`src/rtl/i2s_chan_pkg.sv`:
```
// Package: register offsets and status bit positions for the stereo channel.
// Assumes a 64-byte per-channel window addressed by byte offset.
package i2s_chan_pkg;
    localparam logic [5:0] A_GEN_EN    = 6'h00;
    localparam logic [5:0] A_RXB_EN    = 6'h04;
    localparam logic [5:0] A_TXB_EN    = 6'h08;
    localparam logic [5:0] A_TX_THR    = 6'h0C;
    localparam logic [5:0] A_RX_FLUSH  = 6'h10;
    localparam logic [5:0] A_TX_FLUSH  = 6'h14;
    localparam logic [5:0] A_RX_THR    = 6'h18;
    localparam logic [5:0] A_PARAM     = 6'h1C;
    localparam logic [5:0] A_HOLD_L    = 6'h20;
    localparam logic [5:0] A_HOLD_R    = 6'h24;
    localparam logic [5:0] A_RXC_EN    = 6'h28;
    localparam logic [5:0] A_TXC_EN    = 6'h2C;
    localparam logic [5:0] A_STATUS    = 6'h30;
    localparam logic [5:0] A_MASK      = 6'h34;
    localparam logic [5:0] A_RX_OVCLR  = 6'h38;
    localparam logic [5:0] A_TX_OVCLR  = 6'h3C;

    localparam int ST_RXDA = 0;
    localparam int ST_RXOV = 1;
    localparam int ST_TXE  = 4;
    localparam int ST_TXOV = 5;

    localparam logic [5:0] MASK_RESET = 6'b110011;
endpackage

```
`src/rtl/i2s_lr_fifo.sv`:
```
// Module: single-clock sample FIFO used for one audio slot (left or right).
// Assumes DEPTH is a power of two; a push when full and a pop when empty
// are ignored here, the caller decides how to report them. Flush wins.
module i2s_lr_fifo #(
    parameter int W     = 32,
    parameter int DEPTH = 8,
    localparam int AW   = $clog2(DEPTH),
    localparam int CW   = AW + 1
) (
    input  logic          clk,
    input  logic          rst_n,
    input  logic          flush,
    input  logic          push,
    input  logic [W-1:0]  wdata,
    input  logic          pop,
    output logic [W-1:0]  rdata,
    output logic [CW-1:0] count,
    output logic          full,
    output logic          empty
);
    logic [W-1:0]  mem [DEPTH];
    logic [AW-1:0] wp, rp;
    logic          wr_ok, rd_ok;

    assign full  = (count == CW'(DEPTH));
    assign empty = (count == '0);
    assign wr_ok = push && !full;
    assign rd_ok = pop && !empty;
    assign rdata = mem[rp];

    // Storage write for accepted pushes.
    always_ff @(posedge clk) begin
        if (wr_ok) mem[wp] <= wdata;
    end

    // Pointer and fill-count maintenance, with flush clearing everything.
    always_ff @(posedge clk) begin
        if (!rst_n || flush) begin
            wp    <= '0;
            rp    <= '0;
            count <= '0;
        end else begin
            if (wr_ok) wp <= wp + AW'(1);
            if (rd_ok) rp <= rp + AW'(1);
            if (wr_ok && !rd_ok)      count <= count + CW'(1);
            else if (rd_ok && !wr_ok) count <= count - CW'(1);
        end
    end
endmodule

```
`src/rtl/i2s_irq_unit.sv`:
```
// Module: sticky overrun flags, interrupt mask register and masked request.
// Assumes level conditions (txe, rxda) arrive already computed; a set
// and a clear of the same flag in one cycle leaves the flag set.
module i2s_irq_unit
    import i2s_chan_pkg::*;
(
    input  logic       clk,
    input  logic       rst_n,
    input  logic       txe,
    input  logic       rxda,
    input  logic       tx_ovf_set,
    input  logic       rx_ovf_set,
    input  logic       tx_ovf_clr,
    input  logic       rx_ovf_clr,
    input  logic       mask_we,
    input  logic [5:0] mask_wdata,
    output logic [5:0] status,
    output logic [5:0] mask,
    output logic       irq
);
    logic tx_ovf_q, rx_ovf_q;

    // Overrun flags: set on a dropped transfer, clear on the dedicated read.
    always_ff @(posedge clk) begin
        if (!rst_n) begin
            tx_ovf_q <= 1'b0;
            rx_ovf_q <= 1'b0;
        end else begin
            if (tx_ovf_set)      tx_ovf_q <= 1'b1;
            else if (tx_ovf_clr) tx_ovf_q <= 1'b0;
            if (rx_ovf_set)      rx_ovf_q <= 1'b1;
            else if (rx_ovf_clr) rx_ovf_q <= 1'b0;
        end
    end

    // Mask register: only the four defined bit positions are writable.
    always_ff @(posedge clk) begin
        if (!rst_n)       mask <= MASK_RESET;
        else if (mask_we) mask <= mask_wdata & MASK_RESET;
    end

    // Assemble the status vector at its fixed bit positions.
    always_comb begin
        status          = '0;
        status[ST_RXDA] = rxda;
        status[ST_RXOV] = rx_ovf_q;
        status[ST_TXE]  = txe;
        status[ST_TXOV] = tx_ovf_q;
    end

    assign irq = |(status & ~mask);
endmodule

```
`src/rtl/i2s_chan.sv`:
```
// Module: one stereo audio channel as seen from a 64-byte register window.
// Holds left/right transmit and receive FIFOs, thresholds, enables,
// flush commands and interrupt status. Assumes one-cycle bus accesses,
// DW <= 32, and that read side effects happen at the access's clock edge.
module i2s_chan
    import i2s_chan_pkg::*;
#(
    parameter int DW     = 32,
    parameter int FIFO_K = 2
) (
    input  logic          clk,
    input  logic          rst_n,
    input  logic          bus_en,
    input  logic          bus_we,
    input  logic [5:0]    bus_addr,
    input  logic [31:0]   bus_wdata,
    output logic [31:0]   bus_rdata,
    output logic          tx_valid,
    input  logic          tx_take,
    output logic [DW-1:0] tx_left,
    output logic [DW-1:0] tx_right,
    input  logic          rx_push,
    input  logic [DW-1:0] rx_left,
    input  logic [DW-1:0] rx_right,
    output logic          irq
);
    localparam int DEPTH = 2 ** (FIFO_K + 1);
    localparam int AW    = $clog2(DEPTH);
    localparam int CW    = AW + 1;

    logic          wr, rd;
    logic          gen_en, rxb_en, txb_en, rxc_en, txc_en;
    logic [AW-1:0] tx_thr, rx_thr;
    logic          tx_path, rx_path;
    logic          tx_flush, rx_flush;
    logic [CW-1:0] txl_cnt, txr_cnt, rxl_cnt, rxr_cnt;
    logic          txl_full, txr_full, rxl_full, rxr_full;
    logic          txl_empty, txr_empty, rxl_empty, rxr_empty;
    logic [DW-1:0] rxl_data, rxr_data;
    logic          rx_accept, rx_full_any;
    logic          txe, rxda;
    logic [5:0]    status, mask;

    assign wr = bus_en && bus_we;
    assign rd = bus_en && !bus_we;

    // Control registers: enables and thresholds (stored as level minus one).
    always_ff @(posedge clk) begin
        if (!rst_n) begin
            gen_en <= 1'b0;
            rxb_en <= 1'b0;
            txb_en <= 1'b0;
            rxc_en <= 1'b0;
            txc_en <= 1'b0;
            tx_thr <= '0;
            rx_thr <= '0;
        end else if (wr) begin
            case (bus_addr)
                A_GEN_EN: gen_en <= bus_wdata[0];
                A_RXB_EN: rxb_en <= bus_wdata[0];
                A_TXB_EN: txb_en <= bus_wdata[0];
                A_RXC_EN: rxc_en <= bus_wdata[0];
                A_TXC_EN: txc_en <= bus_wdata[0];
                A_TX_THR: tx_thr <= bus_wdata[AW-1:0];
                A_RX_THR: rx_thr <= bus_wdata[AW-1:0];
                default:  ;
            endcase
        end
    end

    assign tx_path     = gen_en && txb_en && txc_en;
    assign rx_path     = gen_en && rxb_en && rxc_en;
    assign tx_flush    = wr && (bus_addr == A_TX_FLUSH) && bus_wdata[0];
    assign rx_flush    = wr && (bus_addr == A_RX_FLUSH) && bus_wdata[0];
    assign tx_valid    = tx_path && !txl_empty && !txr_empty;
    assign rx_full_any = rxl_full || rxr_full;
    assign rx_accept   = rx_push && rx_path && !rx_full_any;

    i2s_lr_fifo #(.W(DW), .DEPTH(DEPTH)) u_tx_l (
        .clk(clk), .rst_n(rst_n), .flush(tx_flush),
        .push(wr && bus_addr == A_HOLD_L), .wdata(bus_wdata[DW-1:0]),
        .pop(tx_take && tx_valid), .rdata(tx_left),
        .count(txl_cnt), .full(txl_full), .empty(txl_empty));

    i2s_lr_fifo #(.W(DW), .DEPTH(DEPTH)) u_tx_r (
        .clk(clk), .rst_n(rst_n), .flush(tx_flush),
        .push(wr && bus_addr == A_HOLD_R), .wdata(bus_wdata[DW-1:0]),
        .pop(tx_take && tx_valid), .rdata(tx_right),
        .count(txr_cnt), .full(txr_full), .empty(txr_empty));

    i2s_lr_fifo #(.W(DW), .DEPTH(DEPTH)) u_rx_l (
        .clk(clk), .rst_n(rst_n), .flush(rx_flush),
        .push(rx_accept), .wdata(rx_left),
        .pop(rd && bus_addr == A_HOLD_L), .rdata(rxl_data),
        .count(rxl_cnt), .full(rxl_full), .empty(rxl_empty));

    i2s_lr_fifo #(.W(DW), .DEPTH(DEPTH)) u_rx_r (
        .clk(clk), .rst_n(rst_n), .flush(rx_flush),
        .push(rx_accept), .wdata(rx_right),
        .pop(rd && bus_addr == A_HOLD_R), .rdata(rxr_data),
        .count(rxr_cnt), .full(rxr_full), .empty(rxr_empty));

    assign txe  = (txl_cnt <= (CW'(tx_thr) + CW'(1)));
    assign rxda = (rxl_cnt >= (CW'(rx_thr) + CW'(1)));

    i2s_irq_unit u_irq (
        .clk(clk), .rst_n(rst_n), .txe(txe), .rxda(rxda),
        .tx_ovf_set((wr && bus_addr == A_HOLD_L && txl_full) ||
                    (wr && bus_addr == A_HOLD_R && txr_full)),
        .rx_ovf_set(rx_push && rx_path && rx_full_any),
        .tx_ovf_clr(rd && bus_addr == A_TX_OVCLR),
        .rx_ovf_clr(rd && bus_addr == A_RX_OVCLR),
        .mask_we(wr && bus_addr == A_MASK), .mask_wdata(bus_wdata[5:0]),
        .status(status), .mask(mask), .irq(irq));

    // Read data mux; empty receive FIFOs read as zero.
    always_comb begin
        bus_rdata = '0;
        case (bus_addr)
            A_GEN_EN:   bus_rdata = 32'(gen_en);
            A_RXB_EN:   bus_rdata = 32'(rxb_en);
            A_TXB_EN:   bus_rdata = 32'(txb_en);
            A_RXC_EN:   bus_rdata = 32'(rxc_en);
            A_TXC_EN:   bus_rdata = 32'(txc_en);
            A_TX_THR:   bus_rdata = 32'(tx_thr);
            A_RX_THR:   bus_rdata = 32'(rx_thr);
            A_PARAM:    bus_rdata = 32'(FIFO_K) << 2;
            A_HOLD_L:   bus_rdata = rxl_empty ? '0 : 32'(rxl_data);
            A_HOLD_R:   bus_rdata = rxr_empty ? '0 : 32'(rxr_data);
            A_STATUS:   bus_rdata = 32'(status);
            A_MASK:     bus_rdata = 32'(mask);
            A_RX_OVCLR: bus_rdata = 32'(status[ST_RXOV]);
            A_TX_OVCLR: bus_rdata = 32'(status[ST_TXOV]);
            default:    bus_rdata = '0;
        endcase
    end
endmodule

```
`config.mk`:
```
export PLATFORM = sky130hd
export DESIGN_NAME = i2s_chan
export DESIGN_NICKNAME = d
export VERILOG_FILES = /design/src/rtl/i2s_chan_pkg.sv /design/src/rtl/i2s_lr_fifo.sv /design/src/rtl/i2s_irq_unit.sv /design/src/rtl/i2s_chan.sv
export SDC_FILE = /design/constraint.sdc
export NUM_CORES = 1
export LEC_CHECK = 0
export BUFFER_PORTS_ARGS = -buffer_cell sky130_fd_sc_hd__buf_2
export CORE_MARGIN = 8
export CORE_UTILIZATION = 45
export CTS_CLUSTER_DIAMETER = 30
export CTS_CLUSTER_SIZE = 8
export DETAILED_ROUTE_END_ITERATION = 12
export PLACE_DENSITY = 0.62
export SETUP_SLACK_MARGIN = 0.02
export SYNTH_ARGS = -nofsm -noshare
export SYNTH_HDL_FRONTEND = slang
export SYNTH_SLANG_ARGS = --single-unit
```
`constraint.sdc`:
```
create_clock -name clk -period 9.6 [get_ports clk]
set_input_delay 0.96 -clock clk [delete_from_list [all_inputs] [get_ports clk]]
set_output_delay 0.96 -clock clk [all_outputs]
set_load 0.05 [all_outputs]
```
* After elaboration in Yosys (flattened, before gate mapping)
Memory sizes are Yosys's and may differ from the RTL's. A register that Yosys moved wholly into a read port is not among the register bits.
Index checks and enable logic that the tools add are counted.
** Storage, ports and cells
- Flip-flop bits (word level) :: 57
- RAM bits :: 1024
- Bits of input ports :: 108
- Output and inout bits :: 98
- Logic and storage cells :: 181
- Memories :: 4
** Operators by class
- Add/subtract/negate cells :: 18
- Order comparisons :: 2
- Equality and inequality tests :: 19
- Multiplexer cells :: 31
- Bitwise logic cells :: 2
- Reductions and logical operators :: 83
** Memories
- u_rx_l.mem :: depth 8, width 32, rd ports 1, clocked after Yosys merged registers in 1, write ports 1, RTL line i2s_lr_fifo.sv:21 : logic [W-1:0] mem [DEPTH];
- u_rx_r.mem :: depth 8, width 32, rd ports 1, clocked after Yosys merged registers in 1, write ports 1, RTL line i2s_lr_fifo.sv:21
- u_tx_l.mem :: depth 8, width 32, rd ports 1, clocked after Yosys merged registers in 1, write ports 1, RTL line i2s_lr_fifo.sv:21
- u_tx_r.mem :: depth 8, width 32, rd ports 1, clocked after Yosys merged registers in 1, write ports 1, RTL line i2s_lr_fifo.sv:21
** Operators by type and width (number)
- one-hot mux 32 bit (14 select lines) :: 1
- two-way mux 32 bit :: 2
- equality test 6 bit, second input constant :: 8
- logical AND 1 bit :: 41
- two-way mux 4 bit :: 8
- adder 3 x 1 -> 3 bit, second input constant :: 8
- equality test 6 x 5 -> 1 bit, second input constant :: 4
- two-way mux 3 bit :: 8
- logical NOT 1 bit :: 19
- adder 4 x 1 -> 4 bit, second input constant :: 4
- equality test 4 bit, second input constant :: 4
- logical NOT 4 bit :: 4
- subtractor 4 x 1 -> 4 bit, second input constant :: 4
- AND reduction 2 bit :: 7
- equality test 6 x 4 -> 1 bit, second input constant :: 2
- two-way mux 1 bit :: 12
- nonzero test 2 bit :: 6
- adder 3 x 1 -> 4 bit, second input constant :: 2
- bitwise AND 6 bit :: 1
- equality test 6 x 3 -> 1 bit, second input constant :: 1
- logical NOT 6 bit :: 1
- inverter 6 bit :: 1
- OR reduction 6 bit :: 1
- >= comparator 4 bit :: 1
- 2 further kinds :: 5

* Depth between registers and ports, before layout
Gate-level depths: netlist of run 1.
- Depth after elaboration :: 9
- Gate-level depth with buffers :: 14

* Modules after synthesis
From an unflattened synthesis of run 1, not the netlist that was laid out.
** Second synthesis, totals
- Cells, all modules :: 1988
- Area, all modules :: 42756.0 um^2
** By module, submodules not included
- i2s_lr_fifo :: instances 4, cells an instance 445, area an instance 10243.6 um^2, seq. area each 7947.6 um^2
- i2s_chan :: instances 1, cells an instance 175, area an instance 1472.7 um^2, seq. area each 220.2 um^2
- i2s_irq_unit :: instances 1, cells an instance 33, area an instance 309.0 um^2, seq. area each 120.1 um^2

* Least setup slack after synthesis of run 1
Ideal clock, no wire load.
- Path type :: input port to flip-flop
- Start :: input port bus_addr[3]
- End :: memory u_tx_r.mem[0][0] (enable)
- Setup time :: 0.502 ns
- Arrival time :: 4.888 ns
- Required time :: 9.098 ns
- Path slack :: 4.210 ns
- Stages on the path :: 4
- Cell sequence :: buf_4 -> nor4b_2 -> nand3_1 -> nor4_1
** On the way
- Longest elaborated chain between the ends :: 5
** RTL lines
- start: declaration :: RTL line i2s_chan.sv:15 : input logic [5:0] bus_addr,
- equality test 6 bit :: RTL line i2s_chan.sv:87 : .push(wr && bus_addr == A_HOLD_R), .wdata(bus_wdata[DW-1:0]),
- logical AND 1 bit :: RTL line i2s_chan.sv:87
- logical AND 1 bit :: RTL line i2s_lr_fifo.sv:27 : assign wr_ok = push && !full;
- two-way mux 1 bit :: RTL line i2s_lr_fifo.sv:33 : if (wr_ok) mem[wp] <= wdata;
- two-way mux 1 bit (not written as such) :: RTL line i2s_lr_fifo.sv:33
- end: declaration :: RTL line i2s_lr_fifo.sv:21
Every way passes these cells.

==> results of run 1 <==
## registers in the layout, indices dropped and copies added, names as in the netlist, 4 cells and up, named ones only
register      count
u_tx_r.mem      256
u_tx_l.mem      256
u_tx_r.count      4
u_rx_r.count      4
u_rx_r.mem      256
u_tx_l.count      4
u_irq.mask        4
u_rx_l.mem      256
u_rx_l.count      4
## final cells by class
cell class	instances	area, um2
fillers	6994	41400
flip-flops and latches	1093	32200
multi-input cells	763	9810
clock buffers	256	5580
well taps	1254	1570
repair buffers	260	1440
clock inverters	111	1080
inverters	20	75.1
diodes	15	37.5
## metal layers
metal | global-route usage (%) | vias to the layer above
met5 | 0 | -
met4 | 6.17 | 12
met3 | 5.46 | 177
met2 | 31.2 | 636
met1 | 22.3 | 10700
li1 | - | 9026
## power breakdown
part	switching, mW	leakage [nW]	internal, mW
registers	0.000660	9.76	5.22
clock network	2.21	3.24	4.56
logic	0.0801	3.82	0.0224
## cells in the mapped netlist (all sizes together) (2+ instances only)
cell	instances	area share, %
a2111oi	2	0.041
a21o	9	0.16
a21oi	29	0.35
a221oi	2	0.041
a22oi	2	0.036
and3	3	0.044
and4b	2	0.047
buf	45	0.51
clkbuf	49	0.44
dfxtp	69	3.3
edfxtp	1024	73
fa	4	0.19
ha	30	0.89
inv	20	0.18
mux2	65	1.7
mux2i	86	2.0
mux4	255	14
nand2	38	0.34
nand2b	12	0.18
nand3	19	0.23
nand3b	3	0.053
nand4	4	0.059
nor2	68	0.61
nor3	15	0.18
nor3b	9	0.17
nor4	6	0.089
nor4b	3	0.077
o211ai	2	0.036
o21ai	20	0.24
o22ai	29	0.43
o31ai	2	0.036
or3	6	0.089
or4	2	0.044
xnor2	15	0.31
xor2	12	0.25
## worst max-delay path by stage
stage                     cells after the start        start                    endpoint  slack [ps]
final                                         7     register                bus_rdata[5]        4810
after floorplan                               4  bus_addr[3]  u_tx_r.mem[0][0]$_DFFE_PP_        4210
after CTS                                     5     register                bus_rdata[1]        4570
after detailed placement                      5  bus_addr[1]                bus_rdata[5]        5110
after global placement                        5  bus_addr[1]                bus_rdata[1]        5150
after global routing                          5     register                bus_rdata[1]        4490
## logic make-up (layout without fill, tap and decap cells)
kind of cell | Yosys count | in the layout | share of synthesized area (%)
buffers and inverters | 114 | 647 | 1.13
AOI/OAI and AO/OA | 101 | 101 | 1.45
and+or+nand+nor | 195 | 195 | 2.30
DFF | 1093 | 1093 | 76.1
adders and majority gates | 34 | 34 | 1.08
other | 0 | 15 | 0
xor gates and xnor gates | 27 | 27 | 0.560
muxes | 406 | 406 | 17.4
## critical path: cells and delay by family (launching register included)
kind	cells	cell delay (ps)
AO/OA/AOI/OAI	2	450
buffers and inverters	2	1030
multiplexers	2	770
AND/OR/NAND/NOR	1	70
flip-flops	1	730
==> impl_metrics.json, run 1 <==
{
  "stdcell_count": 3772,
  "min-delay-start": "rst_n",
  "mostFrequentLayoutCell": "edfxtp_1",
  "cp.required_ps": 8640,
  "final_area_um2": 51800,
  "rsz0062_at_grt": "no",
  "post-route-min-period_ps": 4790,
  "drtPass1Iterations": 5,
  "worst_slack_ps": 4810,
  "fin_setup_tns_ps": 0,
  "hold_path.class": "input pin to register",
  "status": "finished clean",
  "placed_cell_area_um2": 45100,
  "cellLeakagePower_nw": 16.8,
  "first_iter_violations": 1724,
  "start_util_pct": 45.3,
  "reg2reg_slack_ps": 6050,
  "fmax_ghz": 0.209,
  "vias_per_cell": 5.44,
  "root_buffer": "clkbuf_16",
  "wl_met2_um": 48100,
  "powerDensity_nw_per_um2": 234,
  "die_y_um": 322,
  "cts_tree": "done",
  "min_period_over_period_pct": 49.9,
  "antenna_found_initial": 26,
  "port_buffers": 205,
  "place_hpwl_um": 55700,
  "r2r_start": "u_rx_l.count[0]$_SDFFE_PP0P_",
  "critPathSlowestCell": "dfxtp_4",
  "grt_overflow": 0,
  "ys_ff_latch": 1093,
  "die_area_um2": 104000,
  "final_nets": 2484,
  "max_cap_viol_count": 0,
  "hold_slack_ps": 459,
  "grt_first_pass_wirelength_um": 141000,
  "syn_avg_cell_area_um2": 21.4,
  "hold_path_end": "u_irq.mask[5]$_SDFFE_PN1P_",
  "area_growth_pct": 22.6,
  "setup_viol": 0,
  "irDropWorstVdd_uv": 221,
  "drc": 0,
  "ys_warn_count": 0,
  "worst_setup_path_end_kind": "output pin",
  "final.setup_skew_ps": 16.3,
  "drive_above_1_share_pct": 37.4,
  "grt_pass1_vias": 22300,
  "cts_setup_buffers": 0,
  "htree_levels": 4,
  "synth_nets": 2112,
  "worst_pin_slew_ps": 1200,
  "cts.sinks": 1093,
  "slowest_delay_ps": 730,
  "preCtsSetupSlack_ps": 5110,
  "core_area_um2": 93200,
  "cts_resized": 0,
  "pin_count": 206,
  "reg2reg_depth": 12,
  "synth_cell_types": 53,
  "cts_hold_buffers": 0,
  "final_cell_mix": "edfxtp_1, mux4_2, clkbuf_16",
  "grt_max_degree": 67,
  "gp_congestion": 0.831,
  "synth_edf_count": 1024,
  "cp_max_fo": 34,
  "synthArstFlopShare_pct": 0,
  "insertion_delay_ps": 750,
  "path_cells": "buf_4 > mux4_2 > mux2i_1 > nor2_1 > a21oi_1 > o21ai_0 > buf_2",
  "start_kind": "register",
  "wirelength_met1_um": 36600,
  "yosys_most_used_dff": "edfxtp_1",
  "power_mw": 12.1,
  "clk_pin_slew_ps": 40,
  "fin_util_pct": 55.5,
  "timing.rr.end": "u_rx_l.count[3]$_SDFFE_PP0P_",
  "wl_per_cell_um": 25.0,
  "postRouteAntennaNets": 0,
  "slew_headroom_pct": 20.2,
  "hold_violations": 0,
  "numCtsBuffers": 204,
  "top_layer": "met5",
  "worstSetupPathType": "register to output pin",
  "placed_cells": 3390,
  "num_vias": 20500,
  "drv_slew": 0,
  "num_rows": 112,
  "fp.dieW_um": 322,
  "seq_area_frac_synth_pct": 76.1,
  "routed_wl_um": 94500,
  "wl_met3_um": 7250,
  "syn-cell-area_um2": 42200,
  "grt_util_all_layers_pct": 18.3,
  "holdPathStages": 2,
  "cts.path.max_buffers": 3,
  "worstPathArrival_ps": 3830,
  "netlist_instances": 1970
}
(Power assumes the default switching activity.)
==> run 2, diff against run 1 <==
==> constraint.sdc (replaced) <==
create_clock -name clk -period 4.7 [get_ports clk]
set_input_delay 0.47 -clock clk [delete_from_list [all_inputs] [get_ports clk]]
set_output_delay 0.47 -clock clk [all_outputs]
set_load 0.05 [all_outputs]
==> run 2 against run 1 <==
Compared with the run above: sequential share of layout area shrank 0.57 points; clock power grew 98%; routed wire length grew 1.6%; global-route usage increased by 0.12 points; final cell count grew 1.6%; highest routed layer unchanged.
==> impl_metrics.json, run 2 (synthesis gave the netlist of run 1 again) <==
{
  "status": "finished clean",
  "power_mw": 24.3,
  "cts.sinks": 1093,
  "cp.required_ps": 4230,
  "place_hpwl_um": 57100,
  "powerDensity_nw_per_um2": 465,
  "final_cell_mix": "edfxtp_1, mux4_2, clkbuf_16, buf_2, mux2i_1",
  "fmax_ghz": 0.262,
  "max_cap_viol_count": 0,
  "area_growth_pct": 23.7,
  "p_seq_share_pct": 43.9,
  "worstPathArrival_ps": 3350,
  "cts_setup_buffers": 0,
  "grt_first_pass_wirelength_um": 142000,
  "timing.rr.end": "u_tx_r.count[3]$_SDFFE_PP0P_",
  "antenna_found_initial": 17,
  "gp_congestion": 0.816,
  "clkPwrFrac_pct": 55.0,
  "grt_overflow": 0,
  "wl_per_cell_um": 25.0,
  "slew_headroom_pct": 23.7,
  "htree_levels": 4,
  "die_y_um": 322,
  "pin_count": 206,
  "mostFrequentLayoutCell": "edfxtp_1",
  "hold_path_end": "u_tx_r.mem[2][19]$_DFFE_PP_",
  "reg2reg_depth": 11,
  "routed_wl_um": 95900,
  "multi_input_area_um2": 9820,
  "worstSetupPathType": "register to output pin",
  "worst_setup_path_end_kind": "output pin",
  "drv_slew": 0,
  "cellLeakagePower_nw": 17.0,
  "cts.path.max_buffers": 3,
  "num_rows": 112,
  "preCtsSetupSlack_ps": 1050,
  "p_sw_mw": 4.81,
  "drive_above_1_share_pct": 35.6,
  "clk_pin_slew_ps": 50,
  "irDropWorstVdd_uv": 335,
  "final.setup_skew_ps": 20.2,
  "post-route-min-period_ps": 3820,
  "grt_util_all_layers_pct": 18.4,
  "grt_pass1_vias": 22600,
  "r2r_start": "u_tx_r.count[0]$_SDFFE_PP0P_",
  "worst_pin_slew_ps": 1150,
  "pwr-share-comb_pct": 1.1,
  "first_iter_violations": 1765,
  "critical_path.startpoint": "u_rx_l.count[0]$_SDFFE_PP0P_",
  "regArea_um2": 32200,
  "start_util_pct": 45.3,
  "postRouteAntennaNets": 0,
  "vias_per_cell": 5.48,
  "final_nets": 2547,
  "p_int_mw": 19.5,
  "min_period_over_period_pct": 81.2,
  "num_vias": 21000,
  "rsz0062_at_grt": "no",
  "insertion_delay_ps": 770,
  "grt_max_degree": 55,
  "hold_violations": 0,
  "setup_viol": 0,
  "die_area_um2": 104000,
  "root_buffer": "clkbuf_16",
  "port_buffers": 205,
  "fin_setup_tns_ps": 0,
  "hold_path.class": "input pin to register",
  "cts_tree": "done",
  "drtPass1Iterations": 5,
  "core_area_um2": 93200,
  "min-delay-start": "bus_wdata[19]",
  "worst_slack_ps": 885,
  "fill_cells": 6927,
  "fin_util_pct": 56.1,
  "final_area_um2": 52200,
  "start_kind": "register",
  "numCtsBuffers": 202,
  "drc": 0,
  "p_sw_share_pct": 19.8,
  "cp_max_fo": 36,
  "reg2reg_slack_ps": 1520,
  "fp.dieW_um": 322,
  "holdPathStages": 1,
  "placed_cell_area_um2": 45100
}
[run 2: cell types whose count changed in the layout (fill, tap and decap cells not counted), sizes merged]
cell | previous run | this run
clkbuf | 256 | 249
diode | 15 | 14
clkinv | 72 | 74
dlygate4sd3 | 0 | 65
bufinv | 19 | 13
inv | 25 | 31
clkinvlp | 15 | 16
[run 2: metrics by stage]
stage | hold slack [ps] | std cells
CTS | 20.7 | 3818
finish | 79.3 | 3832
floorplan | 458 | 1970
global route | 58.4 | 3820
global placement | 487 | 3390
detailed placement | 498 | 3390
[run 2: critical path: stages (launching register included)]
cell,delay [ps]
dfxtp_1,370
nor3_1,480
a211o_1,200
buf_4,340
nor2_1,120
a2111oi_0,570
o211ai_1,210
buf_2,290
[run 2: per-layer routing]
layer / routed length [um] / GRT usage, %
met1: 38700 / 22.8
met2: 48800 / 31.6
met3: 6450 / 4.98
met4: 1980 / 5.94
met5: 13 / 0
[run 2: how the worst max path moves through the flow]
stage                                        endpoint
after floorplan            u_tx_l.mem[4][0]$_DFFE_PP_
after global placement    u_tx_l.mem[3][21]$_DFFE_PP_
after detailed placement  u_tx_l.mem[3][21]$_DFFE_PP_
after CTS                               bus_rdata[22]
after global routing                     bus_rdata[3]
final                                    bus_rdata[0]
[run 2: power groups by stage]
stage / clock, mW / sequential [mW] / combinational (mW)
4_1_cts: 13.6 / 10.7 / 0.265
6_report: 13.4 / 10.7 / 0.262
3_5_place_dp: 0 / 10.8 / 0.214
3_3_place_gp: 0 / 10.8 / 0.199
2_1_floorplan: 0 / 10.8 / 0.0370
5_1_grt: 14.0 / 10.6 / 0.285
[run 2: cell type report]
cell class	count	share of cell area, %
inverters	20	0.144
repair buffers	325	4.17
multi-input cells	763	18.8
diodes	14	0.0671
flip-flops and latches	1093	61.6
well taps	1254	3.00
clock buffers	249	10.3
clock inverters	114	1.98
[run 2: repair_timing]
| action | 4_1_cts | 5_1_grt |
|---|---|---|
| hold buffers | 65 | 0 |
| resized for setup | 0 | 0 |
| hold endpoints to repair | 517 | 0 |
==> run 3, diff against run 2 <==
--- a/config.mk
+++ b/config.mk
@@ -5,13 +5,14 @@
 export SDC_FILE = /design/constraint.sdc
 export NUM_CORES = 1
 export LEC_CHECK = 0
+export ABC_AREA = 1
 export BUFFER_PORTS_ARGS = -buffer_cell sky130_fd_sc_hd__buf_2
 export CORE_MARGIN = 8
 export CORE_UTILIZATION = 45
 export CTS_CLUSTER_DIAMETER = 30
 export CTS_CLUSTER_SIZE = 8
 export DETAILED_ROUTE_END_ITERATION = 12
-export PLACE_DENSITY = 0.62
+export PLACE_DENSITY = 0.61
 export SETUP_SLACK_MARGIN = 0.02
 export SYNTH_ARGS = -nofsm -noshare
 export SYNTH_HDL_FRONTEND = slang
==> constraint.sdc (replaced) <==
create_clock -name clk -period 3.85 [get_ports clk]
set_input_delay 0.385 -clock clk [delete_from_list [all_inputs] [get_ports clk]]
set_output_delay 0.385 -clock clk [all_outputs]
set_load 0.05 [all_outputs]
==> run 3 against run 2 <==
Compared with the run above: count of clock-buffer cells in the layout rose by 11; setup slack worse by 500 ps; sequential share of layout area decreased by 2.0 points; die area up 3.2%; flip-flop and latch count is the same; via count grew 35%; final cell count up 38%; total power up 26%; global-route usage increased by 1.9 points; critical endpoint is now bus_rdata[8].
==> impl_metrics.json, run 3 <==
{
  "status": "finished clean",
  "clkPwrFrac_pct": 56.3,
  "path_cells": "clkinv_2 > buf_4 > buf_4 > nor2_1 > o211ai_1 > o211ai_1 > nand2_1 > buf_2",
  "routed_wl_um": 112000,
  "placed_cell_area_um2": 46400,
  "start_kind": "register",
  "max_cap_viol_count": 0,
  "cts.path.max_buffers": 3,
  "cp_max_fo": 26,
  "place_hpwl_um": 64000,
  "die_y_um": 327,
  "synth_area_leader_cell": "edfxtp_1",
  "final_nets": 3971,
  "fp.dieW_um": 327,
  "port_buffers": 205,
  "synth_edf_count": 1024,
  "crit_family": "buffers and inverters",
  "cts_resized": 0,
  "die_area_um2": 107000,
  "slowest_delay_ps": 350,
  "cts_tree": "done",
  "slew_headroom_pct": 37.3,
  "yosysMostFrequentCell": "edfxtp_1",
  "hold_path_end": "u_tx_r.mem[0][10]$_DFFE_PP_",
  "antenna_found_initial": 10,
  "timing.rr.end": "u_rx_r.mem[4][9]$_DFFE_PP_",
  "yosys-top-cells-count": "edfxtp_1, nor2_1, o21ai_0",
  "clk_pin_slew_ps": 50,
  "synth_nets": 3616,
  "synth_top_area_share_pct": 70.5,
  "start_util_pct": 45.3,
  "htree_levels": 4,
  "min_period_over_period_pct": 90.0,
  "final_area_um2": 54000,
  "grt_util_all_layers_pct": 20.3,
  "grt_overflow": 0,
  "syn-cell-area_um2": 43600,
  "p_seq_share_pct": 42.6,
  "num_vias": 28300,
  "ys_warn_count": 0,
  "worstPathArrival_ps": 3080,
  "wl_per_cell_um": 21.2,
  "cellLeakagePower_nw": 18.9,
  "hold_path.class": "input pin to register",
  "drc": 0,
  "syn_avg_cell_area_um2": 12.6,
  "numCtsBuffers": 207,
  "drv_slew": 0,
  "grt_pass1_vias": 27800,
  "hold_violations": 0,
  "insertion_delay_ps": 750,
  "reg2reg_slack_ps": 1130,
  "worstSetupPathType": "register to output pin",
  "vias_per_cell": 5.36,
  "cp.required_ps": 3460,
  "reg2reg_depth": 6,
  "ys_ff_latch": 1093,
  "fmax_ghz": 0.289,
  "worst_setup_path_end_kind": "output pin",
  "r2r_start": "gen_en$_SDFFE_PN0P_",
  "grt_first_pass_wirelength_um": 167000,
  "yosys_most_used_dff": "edfxtp_1",
  "cts.sinks": 1093,
  "first_iter_violations": 2800,
  "grt_max_degree": 129,
  "fill_cells": 7814,
  "critPathSlowestCell": "dfxtp_4",
  "synthTopCellsByArea": "edfxtp_1, nor2_1, o21ai_0",
  "pin_count": 206,
  "min-delay-start": "bus_wdata[10]",
  "setup_viol": 0,
  "fin_setup_tns_ps": 0,
  "final.setup_skew_ps": 24.4,
  "core_area_um2": 96400,
  "cp_num_buf_inv": 4,
  "final_cell_mix": "edfxtp_1, nor2_1, o21ai_0",
  "synth_cell_types": 41,
  "area_growth_pct": 23.6,
  "netlist_instances": 3474,
  "drive_above_1_share_pct": 16.3,
  "holdPathStages": 1,
  "gp_congestion": 0.796,
  "postRouteAntennaNets": 0,
  "num_rows": 114,
  "irDropWorstVdd_uv": 470,
  "root_buffer": "clkbuf_16",
  "p_sw_share_pct": 19.1,
  "post-route-min-period_ps": 3460,
  "p_int_mw": 24.7,
  "rsz0062_at_grt": "no",
  "worst_pin_slew_ps": 930,
  "powerDensity_nw_per_um2": 566,
  "p_sw_mw": 5.83,
  "drtPass1Iterations": 5,
  "pwr-share-comb_pct": 1.1,
  "synthArstFlopShare_pct": 0,
  "seq_area_frac_synth_pct": 73.6,
  "mostFrequentLayoutCell": "edfxtp_1"
}
-- run 3: cell families after synthesis --
| family | synth area share [%] |
|---|---|
| AND/OR/NAND/NOR | 11.5 |
| adder cells (fa/ha/maj) | 1.04 |
| AO/OA/AOI/OAI | 10.7 |
| buffers and inverters | 2.85 |
| XOR/XNOR | 0.321 |
| flip-flops | 73.6 |
-- run 3: layout make-up --
type,instances,area [um2],share of cell area (%)
clock inverters,108,1140,2.12
multi-input cells,2080,10500,19.4
well taps,1276,1600,2.96
clock buffers,260,5610,10.4
diodes,5,12.5,0.0232
flip-flops and latches,1093,32200,59.6
inverters,94,359,0.665
repair buffers,353,2590,4.81
-- run 3: what timing repair did --
| action | CTS | global route |
|---|---|---|
| hold buffers | 75 | 0 |
| buffers inserted | 0 | 0 |
| endpoints found under the hold margin | 561 | 0 |
-- run 3: metrics by stage --
stage               instances  hold slack, ps  setup WS, ps  total power [mW]  utilization, %
floorplan                3474             438          22.5              13.3               -
global placement         4821             451           942              13.5            48.2
detailed placement       4821             454           969              13.5            48.2
CTS                      5264           0.890           298              30.8            55.9
global route             5267            18.3           203              31.3            56.0
finish                   5269            50.5           386              30.5            56.0
-- run 3: worst max path at each step --
stage                                  to  slack [ps]  cells after the start
2_1_floorplan  u_tx_r.mem[4][0]$_DFFE_PP_          20                      6
4_1_cts                      bus_rdata[8]         300                      8
3_3_place_gp                bus_rdata[18]         940                      9
6_report                     bus_rdata[8]         390                      8
5_1_grt                      bus_rdata[8]         200                      8
3_5_place_dp                bus_rdata[18]         970                      8
-- run 3: worst reg2reg max path: stages (launching register included) --
cell and delay (ps):
dfxtp_1 360, nand2_1 70, nor2_1 230, nand3_1 390
or2_2 520, nor2_4 530, buf_4 310
-- run 3: power by group through the flow --
stage	logic, mW	registers, mW	clock network (mW)
3_3_place_gp	0.283	13.2	0
6_report	0.350	13.0	17.2
2_1_floorplan	0.0492	13.2	0
3_5_place_dp	0.287	13.2	0
4_1_cts	0.356	13.0	17.4
5_1_grt	0.377	13.0	18.0
-- run 3: per-layer routing --
metal  part of all wire (%)  vias up  global-route usage (%)  routed length, um
li1                       -    13400                       -                  -
met1                     39    13800                    24.5              44100
met2                     50      841                    34.6              56300
met3                    6.1      204                    4.56               6840
met4                    4.1        4                    9.65               4540
met5                  0.022        -                       0                 25
